--- src/rtl/cpu_init_pkg.sv ---
package cpu_init_pkg;

   localparam int DEF_DATA_W      = 8;
   localparam int DEF_PULSE_LEN   = 16;
   localparam int DEF_SYNC_STAGES = 2;

   // one flag per event that may start an INIT pulse
   typedef struct packed {
      logic shutdown;
      logic fast_port;
      logic sys_reset;
      logic kbd_req;
   } init_src_t;

   function automatic logic any_src(input init_src_t s);
      return s.shutdown | s.fast_port | s.sys_reset | s.kbd_req;
   endfunction

endpackage

--- src/rtl/cpu_init_bit_watch.sv ---
// Holds the last written value of one port bit and flags a 0-to-1 write.
module cpu_init_bit_watch (
   input  logic clk,
   input  logic rst_n,
   input  logic wr,
   input  logic bit_in,
   output logic rise
);

   logic held_q;

   always_ff @(posedge clk or negedge rst_n) begin
      if (!rst_n) begin
         held_q <= 1'b0;
      end else if (wr) begin
         held_q <= bit_in;
      end
   end

   assign rise = wr & bit_in & ~held_q;

endmodule

--- src/rtl/cpu_init_kbd_sync.sv ---
// Synchronizes the active-low request and fires once per arm.
module cpu_init_kbd_sync #(
   parameter int STAGES = 2
) (
   input  logic clk,
   input  logic rst_n,
   input  logic req_n_async,
   output logic fire
);

   if (STAGES < 2) begin : g_bad_stages
      $error("cpu_init_kbd_sync: STAGES must be at least 2");
   end

   for (genvar i = 0; i < STAGES; i++) begin : g_stage
      logic q;
      if (i == 0) begin : g_first
         always_ff @(posedge clk or negedge rst_n) begin
            if (!rst_n) q <= 1'b0;
            else        q <= req_n_async;
         end
      end else begin : g_next
         always_ff @(posedge clk or negedge rst_n) begin
            if (!rst_n) q <= 1'b0;
            else        q <= g_stage[i-1].q;
         end
      end
   end

   logic level_q;
   logic armed_q;

   assign level_q = g_stage[STAGES-1].q;

   always_ff @(posedge clk or negedge rst_n) begin
      if (!rst_n) begin
         armed_q <= 1'b0;
      end else if (level_q) begin
         armed_q <= 1'b1;
      end else if (armed_q) begin
         armed_q <= 1'b0;
      end
   end

   assign fire = armed_q & ~level_q;

endmodule

--- src/rtl/cpu_init_timer.sv ---
// Fixed-length pulse timer; triggers during an active pulse are absorbed.
module cpu_init_timer #(
   parameter int PULSE_LEN = 16
) (
   input  logic clk,
   input  logic rst_n,
   input  logic trig,
   output logic active
);

   localparam int CW = $clog2(PULSE_LEN + 1);

   if (PULSE_LEN < 1) begin : g_bad_len
      $error("cpu_init_timer: PULSE_LEN must be at least 1");
   end

   if (PULSE_LEN == 1) begin : g_single
      logic act_q;
      always_ff @(posedge clk or negedge rst_n) begin
         if (!rst_n) act_q <= 1'b0;
         else        act_q <= trig;
      end
      assign active = act_q;
   end else begin : g_count
      logic [CW-1:0] cnt_q;
      always_ff @(posedge clk or negedge rst_n) begin
         if (!rst_n) begin
            cnt_q <= '0;
         end else if (cnt_q == '0) begin
            if (trig) cnt_q <= CW'(PULSE_LEN);
         end else begin
            cnt_q <= cnt_q - CW'(1);
         end
      end
      assign active = (cnt_q != '0);
   end

endmodule

--- src/rtl/cpu_init_pulser.sv ---
module cpu_init_pulser
   import cpu_init_pkg::*;
#(
   parameter int DATA_W      = DEF_DATA_W,
   parameter int PULSE_LEN   = DEF_PULSE_LEN,
   parameter int SYNC_STAGES = DEF_SYNC_STAGES,
   parameter int FAST_BIT    = 0,
   parameter int SYS_BIT     = 1,
   parameter int CPU_BIT     = 2
) (
   input  logic              clk,
   input  logic              rst_n,
   input  logic              shutdown_cyc,
   input  logic              fast_wr,
   input  logic [DATA_W-1:0] fast_data,
   input  logic              rstctl_wr,
   input  logic [DATA_W-1:0] rstctl_data,
   input  logic              kbd_rst_req_n,
   input  logic              bist_enable,
   output logic              init_n,
   output logic              hard_rst_req,
   output logic              bist_req
);

   if (FAST_BIT >= DATA_W || SYS_BIT >= DATA_W || CPU_BIT >= DATA_W) begin : g_bad_bit
      $error("cpu_init_pulser: control bit position outside DATA_W");
   end
   if (SYS_BIT == CPU_BIT) begin : g_bad_overlap
      $error("cpu_init_pulser: SYS_BIT and CPU_BIT must differ");
   end

   logic fast_rise;
   logic sys_rise;
   logic kbd_fire;
   logic pulse_on;
   logic hard_q;
   logic bist_q;
   init_src_t src;

   cpu_init_bit_watch u_fast_watch (
      .clk    (clk),
      .rst_n  (rst_n),
      .wr     (fast_wr),
      .bit_in (fast_data[FAST_BIT]),
      .rise   (fast_rise)
   );

   cpu_init_bit_watch u_sys_watch (
      .clk    (clk),
      .rst_n  (rst_n),
      .wr     (rstctl_wr),
      .bit_in (rstctl_data[SYS_BIT]),
      .rise   (sys_rise)
   );

   cpu_init_kbd_sync #(.STAGES(SYNC_STAGES)) u_kbd (
      .clk         (clk),
      .rst_n       (rst_n),
      .req_n_async (kbd_rst_req_n),
      .fire        (kbd_fire)
   );

   always_comb begin
      src.shutdown  = shutdown_cyc;
      src.fast_port = fast_rise;
      src.sys_reset = sys_rise & ~rstctl_data[CPU_BIT];
      src.kbd_req   = kbd_fire;
   end

   cpu_init_timer #(.PULSE_LEN(PULSE_LEN)) u_timer (
      .clk    (clk),
      .rst_n  (rst_n),
      .trig   (any_src(src)),
      .active (pulse_on)
   );

   always_ff @(posedge clk or negedge rst_n) begin
      if (!rst_n) begin
         hard_q <= 1'b0;
         bist_q <= 1'b0;
      end else begin
         hard_q <= sys_rise & rstctl_data[CPU_BIT];
         bist_q <= sys_rise & rstctl_data[CPU_BIT] & bist_enable;
      end
   end

   logic unused_data_bits;
   assign unused_data_bits = ^{fast_data, rstctl_data};

   assign init_n       = ~pulse_on;
   assign hard_rst_req = hard_q;
   assign bist_req     = bist_q;

endmodule

--- config.mk ---
export PLATFORM = sky130hd
export DESIGN_NAME = cpu_init_pulser
export DESIGN_NICKNAME = d
export VERILOG_FILES = /design/src/rtl/cpu_init_pkg.sv /design/src/rtl/cpu_init_bit_watch.sv /design/src/rtl/cpu_init_kbd_sync.sv /design/src/rtl/cpu_init_timer.sv /design/src/rtl/cpu_init_pulser.sv
export SDC_FILE = /design/constraint.sdc
export NUM_CORES = 1
export LEC_CHECK = 0
export CORE_MARGIN = 2
export CORE_UTILIZATION = 37
export CTS_CLUSTER_SIZE = 16
export DETAILED_ROUTE_END_ITERATION = 10
export HOLD_SLACK_MARGIN = 0.02
export PLACE_DENSITY_LB_ADDON = 0.08
export SLEW_MARGIN = 20
export SYNTH_ARGS = -nofsm -noshare
export SYNTH_HDL_FRONTEND = slang
export SYNTH_SLANG_ARGS = --single-unit
--- constraint.sdc ---
create_clock -name clk -period 1.38 [get_ports clk]
set_input_delay 0.207 -clock clk [delete_from_list [all_inputs] [get_ports clk]]
set_output_delay 0.207 -clock clk [all_outputs]
set_load 0.005 [all_outputs]
* Word-level counts from Yosys, hierarchy flattened
Cells that the tools add are included.
Storage, ports and cells: flip-flop bits (word level) 12, output and inout port bits 3, word-level logic and storage cells 31
Operators by class: add/subtract/negate cells 1, eq/ne operators 1, muxes and demuxes 3, bitwise gates (word level) 16, reduce and logical (&&, ||, !) cells 2
Operators with widths (number):
- 5-bit two-way mux | 2
- 1-bit AND | 8
- 5-bit zero test | 1
- 1-bit NOT | 5
- 5-bit nonzero test | 1
- 5-bit by 1-bit subtractor with 5-bit output, second input constant | 1
- 1-bit bitwise OR | 3
- 2-bit by 1-bit inequality test with 1-bit output, second input constant | 1
- 1-bit two-way mux | 1

* Longest topological paths before layout
depth after elaboration 7, mapped depth 5, depth with buffers taken out 5

* Modules after synthesis
From an unflattened synthesis, not the netlist that was laid out.
Unflattened totals: cells, all modules 40, area, all modules 544.3 um^2
Modules (own cells, without submodules):
- cpu_init_timer | instances 1, cells each 22, area each 270.3 um^2
- cpu_init_bit_watch | instances 2, cells each 3, area each 50.0 um^2
- cpu_init_kbd_sync | instances 1, cells each 4, area each 88.8 um^2
- cpu_init_pulser | instances 1, cells each 8, area each 85.1 um^2

* Worst setup path after synthesis
Ideal clock, no wire load.
kind register to register, start reg u_timer.g_count.cnt_q[0], end reg u_timer.g_count.cnt_q[0], setup time 0.120 ns, arrival time 1.199 ns, path slack 0.061 ns, cell stages (with the launch flop) 6, period minus slack after synthesis 1.319 ns, path through dfrtp_1 > inv_1 > ha_1 > nor4b_4 > nor2_1 > a31o_1
Between the ends: cells in the longest elaborated chain, start to end 2, elaborated cells between the ends (all ways) 4, those cells by class add/sub (1); eq/ne (1); mux (1); reduce/logical (1)
Ends and longest elaborated chain:
- from (decl) | line cpu_init_timer.sv:25 | logic [CW-1:0] cnt_q;
- from (signal assigned) | line cpu_init_timer.sv:30 | if (trig) cnt_q <= CW'(PULSE_LEN);
- from (signal assigned) | line cpu_init_timer.sv:32 | cnt_q <= cnt_q - CW'(1);
- 5-bit by 1-bit subtractor with 5-bit output / 5-bit zero test (equally long branches) | line cpu_init_timer.sv:32, cpu_init_timer.sv:29
- 5-bit two-way mux / 2-bit by 1-bit inequality test with 1-bit output (equally long branches)
Parallel ways exist; a longest one is shown, timed or not. A chain may end at the register's enable or synchronous reset.

* Worst setup path after layout
start reg u_timer.g_count.cnt_q[1], end out init_n
Between the ends: cells in the longest elaborated chain, start to end 2
Ends and longest elaborated chain:
- 5-bit nonzero test | line cpu_init_timer.sv:35 | assign active = (cnt_q != '0);
- 1-bit NOT | line cpu_init_pulser.sv:90 | assign init_n = ~pulse_on;
- to (decl) | line cpu_init_pulser.sv:20 | output logic init_n,
No other way between the ends.

==> flow_summary.json <==
{
  "netlist_area_um2": 513,
  "grt_antenna_before_repair": 0,
  "crit_family": "flip-flops",
  "nNetsFinal": 89,
  "fin_ws_ns": -0.0631,
  "max_stage_delay_ns": 0.38,
  "power.density_nw_per_um2": 1710,
  "period_minus_slack_ns": 1.44,
  "die_h_um": 41.2,
  "first_pass_iters": 2,
  "die_x_um": 41.2,
  "ant_nets": 0,
  "slew_headroom_pct": 65.4,
  "postLayoutCoreUtil_pct": 58.3,
  "ys_seq_area_share_pct": 58.5,
  "hold_class": "in -> async",
  "place_congestion": 0.637,
  "fp-row-count": 13,
  "core_um2": 1300,
  "outcome": "complete, but fails checks",
  "fillers": 113,
  "setup_viol": 1,
  "cp.arrival_ns": 1.24,
  "synth_simple_gate_area_share_pct": 18.8,
  "peakVddDrop_mv": 0.715,
  "vias": 363,
  "ys.warnings.count": 0,
  "grt_max_degree": 13,
  "hold_viol": 0,
  "crit_type": "reg -> out",
  "crit_path_start_kind": "register",
  "ys_ff_latch": 12,
  "cp_max_fo": 2,
  "drt-total-wl_um": 812,
  "total_power_mw": 1.30,
  "pin_count": 26,
  "crit_buf_inv": 2,
  "grt_usage_pct": 11.9,
  "slowest_stage": "dfrtp_1",
  "netlist_instances": 39,
  "ys_types": 20,
  "finalClockSkew_ns": 0.00280,
  "slew_viol_final": 0,
  "synth-compound-area-share_pct": 12.7,
  "synth_top_family_by_area": "simple AND/OR/NAND/NOR gates",
  "syn-num-nets": 63,
  "rsz0062_at_grt": "yes",
  "io_buffers": 12,
  "grt_pass1_wl_um": 1260,
  "wire_per_inst_um": 10.3,
  "fin_crit_sh_pct": 105,
  "htree_levels": 1,
  "numCtsBuffers": 3,
  "start_util_pct": 39.4,
  "grt_pass1_vias": 338,
  "root_buffer": "clkbuf_4",
  "first_iter_violations": 2,
  "muxShareOfSynthArea_pct": 2.20,
  "syn2layout_area_growth_pct": 47.8,
  "required_ns": 1.17,
  "drt-vias-per-instance": 4.59,
  "dp.cells": 74,
  "n_antenna_cell": 0,
  "endpoint_kind": "output pin",
  "violations": "setup timing",
  "tightest_slew_ns": 0.518,
  "synth_area_per_cell_um2": 13.2,
  "gr-total-overflow": 0,
  "synthXorXnorAreaFrac_pct": 1.71,
  "dp_hpwl_um": 661,
  "clk_latency_ns": 0.26,
  "cts_tree": "yes",
  "cts.sinks": 12,
  "fp.dieArea_um2": 1700,
  "synthAdderAreaFrac_pct": 2.44,
  "p_leak_nw": 0.343,
  "instances_no_fill": 79,
  "dp_worst_setup_slack_ns": -0.225,
  "drive_gt1_share_pct": 32.8,
  "fmax_mhz": 693,
  "cap_violations": 0,
  "path_cells": "inv_1, ha_2, nor4b_4, buf_2",
  "clk_pin_slew_ns": 0.08,
  "clock_path_buffers": 2,
  "remaining_drc_errors": 0
}
[final cells by class]
cell class	instances	area (um^2)	share of cell area, %
clock buffer	4	36.3	4.79
sequential	12	300	39.6
inverter	5	18.8	2.48
tap	15	18.8	2.48
multi-input combinational	22	201	26.6
timing repair buffer	21	183	24.1
[path summary, 6_finish.rpt]
kind	depth (start not counted)	slack [ns]	to	start
worst min register to register	0	0.36	u_kbd.g_stage[1].q$_DFF_PN0_	u_kbd.g_stage[0].q$_DFF_PN0_
worst max-delay path	4	-0.06	init_n	u_timer.g_count.cnt_q[1]$_DFFE_PN0P_
worst min-delay path	1	0.28	u_kbd.g_stage[0].q$_DFF_PN0_	rst_n
min in group clk	0	0.36	u_kbd.g_stage[1].q$_DFF_PN0_	u_kbd.g_stage[0].q$_DFF_PN0_
max in group asynchronous	1	0.75	u_timer.g_count.cnt_q[4]$_DFFE_PN0P_	rst_n
worst max register to register	6	0.06	u_timer.g_count.cnt_q[0]$_DFFE_PN0P_	u_timer.g_count.cnt_q[1]$_DFFE_PN0P_
[synthesized netlist by cell type]
master     count  area (um^2)
nand2b_1       1         6.26
inv_1          5         18.8
and2_1         1         6.26
o21ai_0        2         10.0
a2111oi_4      1         27.5
nand2_1        1         3.75
dfrtp_1       12          300
ha_1           1         12.5
nor4b_4        1         23.8
nor3b_1        1         7.51
a21oi_1        1         5.00
nor2_1         3         11.3
or2b_1         1         7.51
nor4bb_2       1         16.3
and3b_1        1         8.76
xnor2_1        1         8.76
mux2_2         1         11.3
o21ai_1        1         5.00
a31o_1         2         17.5
nor3_1         1         5.00
[power breakdown]
group          total (mW)  switching [mW]  leakage [nW]  internal [mW]
Clock               0.272           0.112        0.0210          0.160
Sequential          0.500          0.0593         0.147          0.441
Combinational       0.524           0.205         0.175          0.319
[cells in the final DEF, fill, tap and decap left out, types with 2 or more instances in the layout]
cell type / n
dfrtp_1: 12
a31o_1: 2
clkdlybuf4s50_1: 11
clkbuf_4: 3
inv_1: 5
nor2_2: 2
buf_4: 9
o21ai_0: 2
[per-layer routing]
layer  track usage [%]  vias up  wire [um]
met3              1.63        0         32
met2              21.1       11        435
met4              9.68        0          0
li1                  -      184          -
met5                 0        -          0
met1              12.4      168        343
[cells by family (layout without fill, tap and decap cells)]
logic type | after synthesis | after routing
DFF | 12 | 12
xor gates and xnor gates | 1 | 1
and+or+nand+nor | 12 | 12
AOI/OAI and AO/OA | 7 | 7
adders and majority gates | 1 | 1
buffers and inverters | 5 | 30
muxes | 1 | 1
[registers in the layout, indices dropped and copies added (netlist names)]
register	flops
bist_req	1
hard_rst_req	1
u_fast_watch.held_q	1
u_kbd.armed_q	1
u_kbd.g_stage.q	2
u_sys_watch.held_q	1
u_timer.g_count.cnt_q	5
[what timing repair did]
item                       CTS  global route
resized for setup            5             2
setup endpoints to repair    1             3
pin swaps                    0             1
hold buffers                 0             0
setup buffers                0             1
[metrics by stage]
step,TNS (ns),hold slack [ns],instance area [um^2]
2_1_floorplan,0,-0.0886,513
3_3_place_gp,-0.711,0.336,712
3_5_place_dp,-0.830,0.343,712
4_1_cts,-0.0922,0.294,746
5_1_grt,-0.284,0.312,758
6_report,-0.0631,0.282,758
Note: power is estimated with default switching activity, not from simulation.
